File: src/rtl/clkdiv_pkg.sv
package clkdiv_pkg;
  parameter int unsigned CODE_W = 3;
  localparam int unsigned MAX_RATIO = 1 << CODE_W;

  typedef logic [CODE_W-1:0] code_t;

  typedef struct packed {
    code_t ratio;
    code_t phase;
  } cfg_t;

  // phase mod (code+1) by bounded repeated subtraction
  function automatic code_t wrap_phase(code_t phase, code_t code);
    int unsigned r;
    int unsigned n;
    r = int'(phase);
    n = int'(code) + 1;
    for (int i = 0; i < MAX_RATIO; i++) begin
      if (r >= n) r = r - n;
    end
    return code_t'(r);
  endfunction

  // high length of a period: ceil(ratio/2) = (code+2)/2
  function automatic logic [CODE_W:0] high_len(code_t code);
    logic [CODE_W:0] t;
    t = {1'b0, code} + 2;
    return t >> 1;
  endfunction
endpackage

File: src/rtl/clkdiv_cfg_stage.sv
module clkdiv_cfg_stage
  import clkdiv_pkg::*;
(
  input  logic  clk_i,
  input  logic  rst_ni,
  input  code_t ratio_i,
  input  code_t phase_i,
  input  logic  load_i,
  input  logic  taken_i,
  output logic  pend_o,
  output cfg_t  pend_cfg_o
);
  logic pend_q;
  cfg_t cfg_q;

  always_ff @(posedge clk_i or negedge rst_ni) begin
    if (!rst_ni) begin
      pend_q <= 1'b0;
      cfg_q  <= '0;
    end else begin
      if (load_i) begin
        pend_q      <= 1'b1;
        cfg_q.ratio <= ratio_i;
        cfg_q.phase <= phase_i;
      end else if (taken_i) begin
        pend_q <= 1'b0;
      end
    end
  end

  assign pend_o     = pend_q;
  assign pend_cfg_o = cfg_q;

  a_r6_pend_after_load: assert property (@(posedge clk_i) disable iff (!rst_ni)
    load_i |=> pend_q);
  a_r8_latest_wins: assert property (@(posedge clk_i) disable iff (!rst_ni)
    load_i |=> (cfg_q.ratio == $past(ratio_i)) && (cfg_q.phase == $past(phase_i)));
  a_r9_hold_without_load: assert property (@(posedge clk_i) disable iff (!rst_ni)
    !load_i |=> $stable(cfg_q));
endmodule

File: src/rtl/clkdiv_counter.sv
module clkdiv_counter
  import clkdiv_pkg::*;
(
  input  logic  clk_i,
  input  logic  rst_ni,
  input  logic  pend_i,
  input  cfg_t  pend_cfg_i,
  output logic  taken_o,
  output code_t ratio_d_o,
  output code_t cnt_d_o,
  output code_t hold_d_o
);
  code_t ratio_q, cnt_q, hold_q;
  code_t ratio_d, cnt_d, hold_d;
  logic  last_cyc;
  logic  apply;

  always_comb begin
    last_cyc = (hold_q == '0) && (cnt_q == ratio_q);
    apply    = last_cyc && pend_i;
    ratio_d  = ratio_q;
    cnt_d    = cnt_q;
    hold_d   = hold_q;
    if (apply) begin
      ratio_d = pend_cfg_i.ratio;
      hold_d  = wrap_phase(pend_cfg_i.phase, pend_cfg_i.ratio);
      cnt_d   = '0;
    end else if (hold_q != '0) begin
      hold_d = hold_q - 1'b1;
    end else if (last_cyc) begin
      cnt_d = '0;
    end else begin
      cnt_d = cnt_q + 1'b1;
    end
  end

  always_ff @(posedge clk_i or negedge rst_ni) begin
    if (!rst_ni) begin
      ratio_q <= '0;
      cnt_q   <= '0;
      hold_q  <= '0;
    end else begin
      ratio_q <= ratio_d;
      cnt_q   <= cnt_d;
      hold_q  <= hold_d;
    end
  end

  assign taken_o   = apply;
  assign ratio_d_o = ratio_d;
  assign cnt_d_o   = cnt_d;
  assign hold_d_o  = hold_d;

  a_r2_cnt_in_range: assert property (@(posedge clk_i) disable iff (!rst_ni)
    cnt_q <= ratio_q);
  a_r6_ratio_only_on_apply: assert property (@(posedge clk_i) disable iff (!rst_ni)
    !apply |=> $stable(ratio_q));
  a_r7_gap_parks_counter: assert property (@(posedge clk_i) disable iff (!rst_ni)
    (hold_q != '0) |-> (cnt_q == '0));
  a_r7_gap_shrinks: assert property (@(posedge clk_i) disable iff (!rst_ni)
    ((hold_q != '0) && !apply) |=> (hold_q == $past(hold_q) - 1'b1));
endmodule

File: src/rtl/clkdiv_wave.sv
module clkdiv_wave
  import clkdiv_pkg::*;
(
  input  logic  clk_i,
  input  logic  rst_ni,
  input  code_t ratio_d_i,
  input  code_t cnt_d_i,
  input  code_t hold_d_i,
  output logic  div_clk_o,
  output logic  tick_o,
  output logic  dcs_en_o,
  output logic  odd_o
);
  logic run_d;
  logic clk_q, tick_q, dcs_q, odd_q;

  assign run_d = (hold_d_i == '0);

  // decoded from next state so the outputs are plain flops
  always_ff @(posedge clk_i or negedge rst_ni) begin
    if (!rst_ni) begin
      clk_q  <= 1'b1;
      tick_q <= 1'b1;
      dcs_q  <= 1'b0;
      odd_q  <= 1'b0;
    end else begin
      clk_q  <= run_d && ({1'b0, cnt_d_i} < high_len(ratio_d_i));
      tick_q <= run_d && (cnt_d_i == '0);
      dcs_q  <= (ratio_d_i != '0);
      odd_q  <= (ratio_d_i != '0) && !ratio_d_i[0];
    end
  end

  assign div_clk_o = clk_q;
  assign tick_o    = tick_q;
  assign dcs_en_o  = dcs_q;
  assign odd_o     = odd_q;

  a_r3_tick_starts_high: assert property (@(posedge clk_i) disable iff (!rst_ni)
    tick_q |-> clk_q);
  a_r2_no_back_to_back_tick: assert property (@(posedge clk_i) disable iff (!rst_ni)
    (tick_q && dcs_q) |=> !tick_q);
  a_r5_odd_implies_dcs: assert property (@(posedge clk_i) disable iff (!rst_ni)
    odd_q |-> dcs_q);
  a_r4_div1_always_high: assert property (@(posedge clk_i) disable iff (!rst_ni)
    (!dcs_q && $past(!dcs_q)) |-> clk_q);
endmodule

File: src/rtl/int_clk_divider.sv
module int_clk_divider
  import clkdiv_pkg::*;
(
  input  logic              clk_i,
  input  logic              rst_ni,
  input  logic [CODE_W-1:0] cfg_ratio_i,
  input  logic [CODE_W-1:0] cfg_phase_i,
  input  logic              cfg_load_i,
  output logic              div_clk_o,
  output logic              div_tick_o,
  output logic              dcs_en_o,
  output logic              odd_duty_o
);
  logic  pend;
  cfg_t  pend_cfg;
  logic  taken;
  code_t ratio_d, cnt_d, hold_d;

  clkdiv_cfg_stage u_cfg (
    .clk_i      (clk_i),
    .rst_ni     (rst_ni),
    .ratio_i    (cfg_ratio_i),
    .phase_i    (cfg_phase_i),
    .load_i     (cfg_load_i),
    .taken_i    (taken),
    .pend_o     (pend),
    .pend_cfg_o (pend_cfg)
  );

  clkdiv_counter u_cnt (
    .clk_i      (clk_i),
    .rst_ni     (rst_ni),
    .pend_i     (pend),
    .pend_cfg_i (pend_cfg),
    .taken_o    (taken),
    .ratio_d_o  (ratio_d),
    .cnt_d_o    (cnt_d),
    .hold_d_o   (hold_d)
  );

  clkdiv_wave u_wave (
    .clk_i     (clk_i),
    .rst_ni    (rst_ni),
    .ratio_d_i (ratio_d),
    .cnt_d_i   (cnt_d),
    .hold_d_i  (hold_d),
    .div_clk_o (div_clk_o),
    .tick_o    (div_tick_o),
    .dcs_en_o  (dcs_en_o),
    .odd_o     (odd_duty_o)
  );

  a_r6_apply_needs_pending: assert property (@(posedge clk_i) disable iff (!rst_ni)
    taken |-> pend);
endmodule

File: config.mk
export PLATFORM = sky130hd
export DESIGN_NAME = int_clk_divider
export DESIGN_NICKNAME = d
export VERILOG_FILES = /design/src/rtl/clkdiv_pkg.sv /design/src/rtl/clkdiv_cfg_stage.sv /design/src/rtl/clkdiv_counter.sv /design/src/rtl/clkdiv_wave.sv /design/src/rtl/int_clk_divider.sv
export SDC_FILE = /design/constraint.sdc
export NUM_CORES = 1
export LEC_CHECK = 0
export ABC_AREA = 1
export ABC_CLOCK_PERIOD_IN_PS = 17100
export BUFFER_PORTS_ARGS = -buffer_cell sky130_fd_sc_hd__buf_2
export CORE_MARGIN = 1
export CORE_UTILIZATION = 45
export CTS_BUF_LIST = sky130_fd_sc_hd__clkbuf_4 sky130_fd_sc_hd__clkbuf_8 sky130_fd_sc_hd__clkbuf_16
export DETAILED_ROUTE_END_ITERATION = 12
export PLACE_DENSITY = 0.6
export REMOVE_ABC_BUFFERS = 1
export SYNTH_ARGS = -nofsm -noshare
export SYNTH_HDL_FRONTEND = slang
export SYNTH_HIERARCHICAL = 1
export SYNTH_SLANG_ARGS = --single-unit
File: constraint.sdc
create_clock -name clk_i -period 17.1 [get_ports clk_i]
set_input_delay 1.71 -clock clk_i [delete_from_list [all_inputs] [get_ports clk_i]]
set_output_delay 1.71 -clock clk_i [all_outputs]
set_load 0.05 [all_outputs]
-- Word level (Yosys, flattened, before mapping)
Cells that the tools add are included.
Widths: inputs -> output; s select.
- flip-flop bits (word level): 20
- latch bits: 0
- memory bits (writable): 0
- ROM bits: 0
- memories: 0
- add/subtract/negate cells: 12
- $mul: 0
- divide/modulo/power cells: 0
- order comparisons: 9
- equality and inequality tests: 1
- shift operators: 0
- muxes and demuxes: 23
- bitwise gates (word level): 0
- reductions and logical operators: 12
- operator list (kind ; count):
    $mux 32 ; 14
    $ge 32x4->1 ; 7
    $sub 32x4->32 ; 6
    $mux 3 ; 7
    $logic_not 3->1 ; 3
    $reduce_bool 3->1 ; 2
    $logic_and 1x1->1 ; 5
    $sub 3x4->5 ; 1
    $add 3x1->4 const B ; 1
    $add 3x2->4 const B ; 1
    $ge 3x4->1 ; 1
    $add 3x1->3 const B ; 1
    $eq 3x3->1 ; 1
    $lt 3x3->1 ; 1
    $sub 3x1->3 const B ; 1
    $sub 3x3->3 ; 1
    $mux 1 ; 2
    $reduce_bool 2->1 ; 1
    $logic_not 1->1 ; 1

-- Logic depth before layout (Yosys ltp)
Gate-level depths: netlist of run 1.
- depth after elaboration: 27
- gate-level depth with buffers: 95
- mapped depth without buffers: 89

-- Hierarchy
The synthesis of run 1 kept the hierarchy.
- by module, submodules not included (module ; instances ; cells an instance ; area an instance (um^2) ; sequential area each (um^2)):
    clkdiv_counter ; 1 ; 1306 ; 6563.8 ; 225.2
    clkdiv_cfg_stage ; 1 ; 29 ; 257.7 ; 175.2
    clkdiv_wave ; 1 ; 28 ; 231.5 ; 102.6

-- Worst setup path after synthesis of run 1
OpenSTA, ideal clock, no wires.
- kind: reg-to-reg
- start point: register u_cfg.cfg_q, in the netlist u_cfg/pend_cfg_o[3]
- end point: register u_wave.clk_q (netlist: u_wave/div_clk_o)
- library setup time: 74 ps
- data arrival time: 12290 ps
- data required time: 17026 ps
- path slack: 4737 ps
- stages on the path, launching flop included: 86
- clock period less this slack: 12363 ps
- path through: dfrtp_1 ha_1 inv_1 nor2_1 nor2_1 nand4_2 nand3_4 nand2_1 o21ai_0 ha_1 inv_1 fa_1 nand3_1 nand2_1 inv_1 ha_1 nand2_4 buf_6 [... 50 more ...] buf_6 inv_2 o21ai_0 ha_1 inv_1 fa_1 inv_1 a21oi_1 nand3_1 nand2_1 nor2_1 nand3_1 nand2_1 nand3_1 nand2_1 nor2_2 nand2_2 nor2_2
- cells in the longest elaborated chain, start to end: 27
- ends and longest elaborated chain (what ; RTL line ; RTL):
    start: declaration ; clkdiv_cfg_stage.sv:14 ; cfg_t cfg_q;
    $add 3x1->4 (*) ; clkdiv_pkg.sv:17 ; n = int'(code) + 1;
    $sub 3x4->5 / $ge 3x4->1 (equally long branches) ; clkdiv_pkg.sv:19 ; if (r >= n) r = r - n;
    $mux 32 ; clkdiv_pkg.sv:19 ;
    $mux 32 ; clkdiv_counter.sv:24 ; if (apply) begin
    $sub 32x4->32 / $ge 32x4->1 (equally long branches) ; clkdiv_pkg.sv:19 ;
    $mux 32 ; clkdiv_pkg.sv:19 ;
    $mux 32 ; clkdiv_counter.sv:24 ;
    $sub 32x4->32 / $ge 32x4->1 (equally long branches) ; clkdiv_pkg.sv:19 ;
    [... 12 more ...] ; - ;
    $mux 32 ; clkdiv_pkg.sv:19 ;
    $mux 32 ; clkdiv_counter.sv:24 ;
    $ge 32x4->1 / $sub 3x3->3 (equally long branches) ; clkdiv_pkg.sv:19 ;
    $mux 3 (*) ; clkdiv_pkg.sv:19 ;
    $mux 3 (*) ; clkdiv_counter.sv:24 ;
    named net hold_d[1] ; int_clk_divider.sv:17 ; code_t ratio_d, cnt_d, hold_d;
    $logic_not 3->1 (*) ; clkdiv_wave.sv:17 ; assign run_d = (hold_d_i == '0);
    $logic_and 1x1->1 (*) ; clkdiv_wave.sv:27 ; clk_q <= run_d && ({1'b0, cnt_d_i} < high_len(ratio_d_i));
    end signal: assignment ; clkdiv_wave.sv:27 ;
    end: declaration ; clkdiv_wave.sv:15 ; logic clk_q, tick_q, dcs_q, odd_q;
Mark *: on every way through the listed nets, which the timed path passes. The rest lies on a longest branch. The select of a mux whose other input is x is not followed.
A chain may end at the register's enable or synchronous reset.

-- Final worst setup path of run 1
- start point: register u_cfg.cfg_q, in the netlist u_cfg/pend_cfg_o[3]
- end point: register u_wave.tick_q (netlist: u_wave/tick_o)
- cells in the longest elaborated chain, start to end: 27
- ends and longest elaborated chain (what ; RTL line ; RTL):
    $add 3x1->4 (*) ; clkdiv_pkg.sv:17 ;
    $sub 3x4->5 / $ge 3x4->1 (equally long branches) ; clkdiv_pkg.sv:19 ;
    $mux 32 ; clkdiv_pkg.sv:19 ;
    $mux 32 ; clkdiv_counter.sv:24 ;
    $sub 32x4->32 / $ge 32x4->1 (equally long branches) ; clkdiv_pkg.sv:19 ;
    $mux 32 ; clkdiv_pkg.sv:19 ;
    $mux 32 ; clkdiv_counter.sv:24 ;
    $sub 32x4->32 / $ge 32x4->1 (equally long branches) ; clkdiv_pkg.sv:19 ;
    [... 12 more ...] ; - ;
    $mux 32 ; clkdiv_pkg.sv:19 ;
    $mux 32 ; clkdiv_counter.sv:24 ;
    $ge 32x4->1 / $sub 3x3->3 (equally long branches) ; clkdiv_pkg.sv:19 ;
    $mux 3 (*) ; clkdiv_pkg.sv:19 ;
    $mux 3 (*) ; clkdiv_counter.sv:24 ;
    named net hold_d[2] ; int_clk_divider.sv:17 ;
    $logic_not 3->1 (*) ; clkdiv_wave.sv:17 ;
    $logic_and 1x1->1 (*) ; clkdiv_wave.sv:28 ; tick_q <= run_d && (cnt_d_i == '0);
    end signal: assignment ; clkdiv_wave.sv:28 ;
    end: declaration ; clkdiv_wave.sv:15 ;
Marks and branches as above.

==> results of run 1 <==
registers in the layout, indices dropped and copies added, names as in the netlist:
signal,cells
u_cfg/pend_cfg_o,6
u_cfg/pend_o,1
u_cnt/cnt_q,3
u_cnt/hold_q,3
u_cnt/ratio_q,3
u_wave/dcs_en_o,1
u_wave/div_clk_o,1
u_wave/odd_o,1
u_wave/tick_o,1
cell families after synthesis:
kind of cell,count (synthesis)
AND/OR/NAND/NOR,963
buffers and inverters,231
AO/OA/AOI/OAI,84
adder cells (fa/ha/maj),45
XOR/XNOR,20
flip-flops,20
worst max-delay path: cells and delay by family, from the launching register on:
| family | cells | cell delay, ps |
|---|---|---|
| AO/OA/AOI/OAI | 8 | 1240 |
| adder cells (fa/ha/maj) | 11 | 3980 |
| buffers and inverters | 19 | 2380 |
| flip-flops | 1 | 410 |
| AND/OR/NAND/NOR | 41 | 6950 |
through the flow:
step	area (um2)	instances	utilization, %	worst slack [ps]	hold slack, ps
after floorplan	6920	1343	-	4340	442
after global placement	7240	1566	47.4	2520	468
after detailed placement	7240	1566	47.4	2080	477
after CTS	7320	1570	48.0	2050	492
after global routing	7320	1570	48.0	208	520
final	7320	1570	48.0	1980	487
worst min-delay path by stage:
stage | startpoint | to | slack, ps | depth (start not counted)
after detailed placement | u_cfg/pend_o | u_cfg/pend_o | 480 | 2
after global routing | u_cfg/pend_o | u_cfg/pend_o | 520 | 2
after floorplan | u_cfg/pend_o | u_cfg/pend_o | 440 | 2
final | u_cfg/pend_o | u_cfg/pend_o | 490 | 2
after CTS | u_cfg/pend_o | u_cfg/pend_o | 490 | 2
after global placement | u_cfg/pend_o | u_cfg/pend_o | 470 | 2
metal layers:
metal | routed length (um) | GRT usage (%) | up-vias | share of wire (%)
li1 | - | - | 4370 | -
met1 | 10600 | 38.7 | 3824 | 46
met2 | 10100 | 45.6 | 313 | 44
met3 | 1360 | 2.76 | 50 | 6.0
met4 | 761 | 11.1 | 0 | 3.3
met5 | 0 | 0 | - | 0
layout by cell type (no fill, tap or decap), types with 5 or more instances in the layout:
cell type  instances
nand2_1          464
nand3_1          198
inv_1            188
nor2_1           150
nand4_1           52
o21ai_0           50
ha_1              38
inv_2             21
nor3_1            20
dfrtp_1           18
nand3_2           17
nand2_2           16
a21oi_1           15
nor2_2            14
xor2_1            13
buf_2             12
nand3b_1          10
xnor2_1            7
fa_1               7
or2_2              6
nor2_4             5
o21ai_1            5
area by class of cell:
class / count / share of cell area [%]
clock buffers: 4 / 1.13
multi-input cells: 1112 / 76.8
flip-flops and latches: 20 / 6.87
repair buffers: 12 / 0.820
inverters: 211 / 10.8
well taps: 211 / 3.61
==> flow_metrics.tcl, run 1 <==
set metrics [dict create \
    run_status "completed" \
    clockBufferDepth 2 \
    drv_cap 0 \
    grt_usage_pct 28.2 \
    num_rows 45 \
    yosys.area_share.adder_pct 8.73 \
    synth_seq_cells 20 \
    crit_path_end_kind "register" \
    gp_congestion 1.01 \
    clkSinkCount 20 \
    fin_worst_skew_ps 3.44 \
    cts_max_level 1 \
    avgSynthCellArea_um2 5.17 \
    fin_nets 1414 \
    cp.arrival_ps 15300 \
    period_share_pct 88.4 \
    io_buffers 12 \
    drtIter0Drc 786 \
    register_area_um2 503 \
    grt_max_degree 41 \
    critical_path.slowest_cell "nand2_2" \
    worst_pin_slew_ps 810 \
    rsz0062_at_grt "no" \
    routedWlPerCell_um 14.5 \
    synth_xor_area_share_pct 2.48 \
    reg2reg_depth 79 \
    cts_hold_buf 0 \
    finalSetupViolCount 0 \
    dpl.hpwl_um 19200 \
    synthTopCellsByCount "464 x nand2_1, 198 x nand3_1, 188 x inv_1, 150 x nor2_1, 52 x nand4_1" \
    synth_most_common_cell "nand2_1" \
    crit_end "u_wave/tick_o" \
    routed_via_density 5.45 \
    synthMuxAreaShare_pct 0 \
    cpMostUsedCell "inv_1" \
    synth_edf_count 0 \
    setup.worst_path.start_class "register" \
    cts_buffers 3 \
    yosysUniqueCellTypes 43 \
    cts_tree "built" \
    worstPathRequired_ps 17280 \
    insertion_delay_ps 250 \
    synthToLayoutAreaGrowth_pct 3.81 \
    synthFlopType "dfrtp_1" \
    multiInputGateArea_mm2 0.00562 \
    critPathMaxFanout 40 \
    overflow 0 \
    core_area_mm2 0.0153 \
    synth_top_family_by_area "simple AND/OR/NAND/NOR gates" \
    finalSetupTns_ps 0 \
    synth_top_area_share_pct 24.7 \
    slowest_delay_ps 520 \
    synth_cells 1363 \
    max_freq_mhz 66.2 \
    dr_total_vias 8557 \
    period_needed_ps 15120 \
    die_y_um 127 \
    syn-cell-area_mm2 0.00705 \
    final_hold_viol_count 0 \
    r2r_slack_ps 1980 \
    synthArstFlopShare_pct 100 \
    path_class "register to register" \
    antenna_found_initial 0 \
    fillerInstances 1713 \
    yosysTopAreaCell "nand2_1" \
    grt_pass1_vias 7664 \
    start_util_pct 46.2 \
    firstDrtPassIters 8 \
    drt_wl_total_um 22800 \
    slew_violations 0 \
    drc 0 \
    slew_headroom_pct 45.9 \
    die_area_mm2 0.0162 \
    antenna_cells 0 \
    hold_path_class "register to register" \
    fp.dieW_um 127 \
    synth_compound_area_share_pct 6.49 \
    synthTopCellsByArea "nand2_1 25%, nand3_1 14%, inv_1 10%, nor2_1 8.0%, ha_1 6.7%" \
    cts_resized 0 \
    path_clk_slew_ps 60 \
    io_pins 13 \
    synth_warnings 6 \
    synth_seq_area_share_pct 7.13 \
    grt_pass1_wl_um 37000 \
    postRouteAntennaNets 0 \
    r2r_start "u_cfg/pend_cfg_o[3]" \
    postCtsSetupRepairBufs 0 \
    synthSimpleGateAreaFrac_pct 62.0 \
    drive_above_1_share_pct 7.87 \
    crit_path_start "u_cfg/pend_cfg_o[3]" \
    root_buffer "clkbuf_16" \
    r2r-end "u_wave/tick_o" \
]
Power of run 1 is not shown: default switching activity piles up to over one toggle a cycle in this logic, so the estimate is an artifact.
==> run 2, diff against run 1 <==
--- a/config.mk
+++ b/config.mk
@@ -8,11 +8,12 @@
 export ABC_AREA = 1
 export ABC_CLOCK_PERIOD_IN_PS = 17100
 export BUFFER_PORTS_ARGS = -buffer_cell sky130_fd_sc_hd__buf_2
+export CAP_MARGIN = 10
 export CORE_MARGIN = 1
 export CORE_UTILIZATION = 45
 export CTS_BUF_LIST = sky130_fd_sc_hd__clkbuf_4 sky130_fd_sc_hd__clkbuf_8 sky130_fd_sc_hd__clkbuf_16
 export DETAILED_ROUTE_END_ITERATION = 12
-export PLACE_DENSITY = 0.6
+export PLACE_DENSITY = 0.7
 export REMOVE_ABC_BUFFERS = 1
 export SYNTH_ARGS = -nofsm -noshare
 export SYNTH_HDL_FRONTEND = slang
==> run 2 against run 1 <==
- global-route usage about the same
- hold slack improved by 11 ps
- register-to-register slack got worse by 70 ps
- via count decreased by 0.30%
- critical endpoint is now u_wave/div_clk_o
- design area about the same
- die area unchanged
- first-iteration DRC count increased by 5.5%
- wire length decreased by 1.1%
- non-clock buffer count unchanged
- count of clock-buffer cells in the layout unchanged
- worst setup slack got worse by 68 ps
- flip-flop and latch count unchanged
==> flow_metrics.tcl, run 2 (synthesis gave the netlist of run 1 again) <==
set metrics [dict create \
    die_y_um 127 \
    use_met3_pct 3.27 \
    largest_reg_flops 6 \
    fin_nets 1414 \
    io_buffers 12 \
    start_util_pct 46.2 \
    finalSetupTns_ps 0 \
    r2r_start "u_cfg/pend_cfg_o[3]" \
    drt_wl_total_um 22500 \
    rsz0062_at_grt "no" \
    cts_max_level 1 \
    period_share_pct 88.8 \
    dr_total_vias 8531 \
    reg2reg_depth 78 \
    root_buffer "clkbuf_16" \
    drive_above_1_share_pct 7.87 \
    cts_hold_buf 0 \
    critical_path.slowest_cell "nand2_2" \
    utilization_pct 48.0 \
    synthToLayoutAreaGrowth_pct 3.90 \
    cts_resized 0 \
    finalSetupViolCount 0 \
    fp.dieW_um 127 \
    path_clk_slew_ps 50 \
    hold_path_end "u_cfg/pend_o" \
    slowest_delay_ps 520 \
    core_area_mm2 0.0153 \
    path_class "register to register" \
    layout_common_cells "464 x nand2_1, 198 x nand3_1, 188 x inv_1, 150 x nor2_1, 52 x nand4_1" \
    worstPathRequired_ps 17280 \
    grt_usage_pct 28.2 \
    run_status "completed" \
    slew_headroom_pct 49.4 \
    r2r-end "u_wave/div_clk_o" \
    drv_cap 0 \
    final_common_cell "nand2_1" \
    die_area_mm2 0.0162 \
    gp_congestion 0.985 \
    antenna_found_initial 0 \
    grtUsageMet2_pct 46.7 \
    whs_path_depth 2 \
    critPathMaxFanout 40 \
    worst_pin_slew_ps 758 \
    place_area_mm2 0.00724 \
    grtUsageMet1_pct 38.6 \
    clkSinkCount 20 \
    io_pins 13 \
    setup.worst_path.start_class "register" \
    final_hold_viol_count 0 \
    num_rows 45 \
    cts_buffers 3 \
    timing.hold.ws_ps 499 \
    insertion_delay_ps 250 \
    crit_path_end_kind "register" \
    routed_via_density 5.43 \
    grt_pass1_wl_um 36900 \
    fillerInstances 1685 \
    cts_tree "built" \
    max_freq_mhz 65.9 \
    grt_pass1_vias 7679 \
    postRouteAntennaNets 0 \
    hold_path_class "register to register" \
    postCtsSetupRepairBufs 0 \
    clockBufferDepth 2 \
    drc 0 \
    antenna_cells 0 \
    design_area_mm2 0.00733 \
    cp.arrival_ps 15370 \
    slew_violations 0 \
    min_from "u_cfg/pend_o" \
    drtIter0Drc 829 \
    overflow 0 \
    firstDrtPassIters 6 \
    grt-busiest-layer "met2" \
    cpMostUsedCell "inv_1" \
    grt_max_degree 41 \
    r2r_slack_ps 1920 \
    period_needed_ps 15180 \
    fin_worst_skew_ps 1.30 \
    dpl.hpwl_um 19000 \
    routedWlPerCell_um 14.4 \
]
## run 2: changes by cell type in the layout (fill, tap and decap cells not counted)
cell,change
clkbuf_4,-1
clkbuf_8,+1
## run 2: worst max-delay path by stage
stage	start	endpoint
after floorplan	u_cfg/pend_cfg_o[3]	u_wave/div_clk_o
after global placement	u_cfg/pend_cfg_o[3]	u_wave/tick_o
after detailed placement	u_cfg/pend_cfg_o[3]	u_wave/div_clk_o
after CTS	u_cfg/pend_cfg_o[3]	u_wave/div_clk_o
after global routing	u_cfg/pend_cfg_o[3]	u_wave/div_clk_o
final	u_cfg/pend_cfg_o[3]	u_wave/div_clk_o
## run 2: final cells by class
class,count,area [um2],share of cell area (%)
sequential,20,503,6.86
clock buffer,4,88.8,1.21
timing repair buffer,12,60.1,0.820
multi-input combinational,1112,5620,76.7
tap,211,264,3.60
inverter,211,792,10.8
## run 2: worst max-delay path, delay by kind of cell, from the launching register on
kind / cells / cell delay (ps)
compound gates: 8 / 1340
flops: 1 / 400
buf+inv: 19 / 2360
fa+ha+maj: 11 / 4030
simple gates: 40 / 6930
## run 2: metrics by stage
step	worst slack, ps	instances
after floorplan	4340	1343
after global placement	2580	1566
after detailed placement	2060	1566
after CTS	2040	1570
after global routing	192	1570
final	1920	1570
## run 2: per-layer routing
| metal | vias up | part of all wire, % |
|---|---|---|
| met5 | - | 0 |
| met4 | 0 | 2.6 |
| met3 | 47 | 7.5 |
| met2 | 334 | 45 |
| met1 | 3772 | 45 |
| li1 | 4378 | - |
Power of run 2 is left out for the same reason.
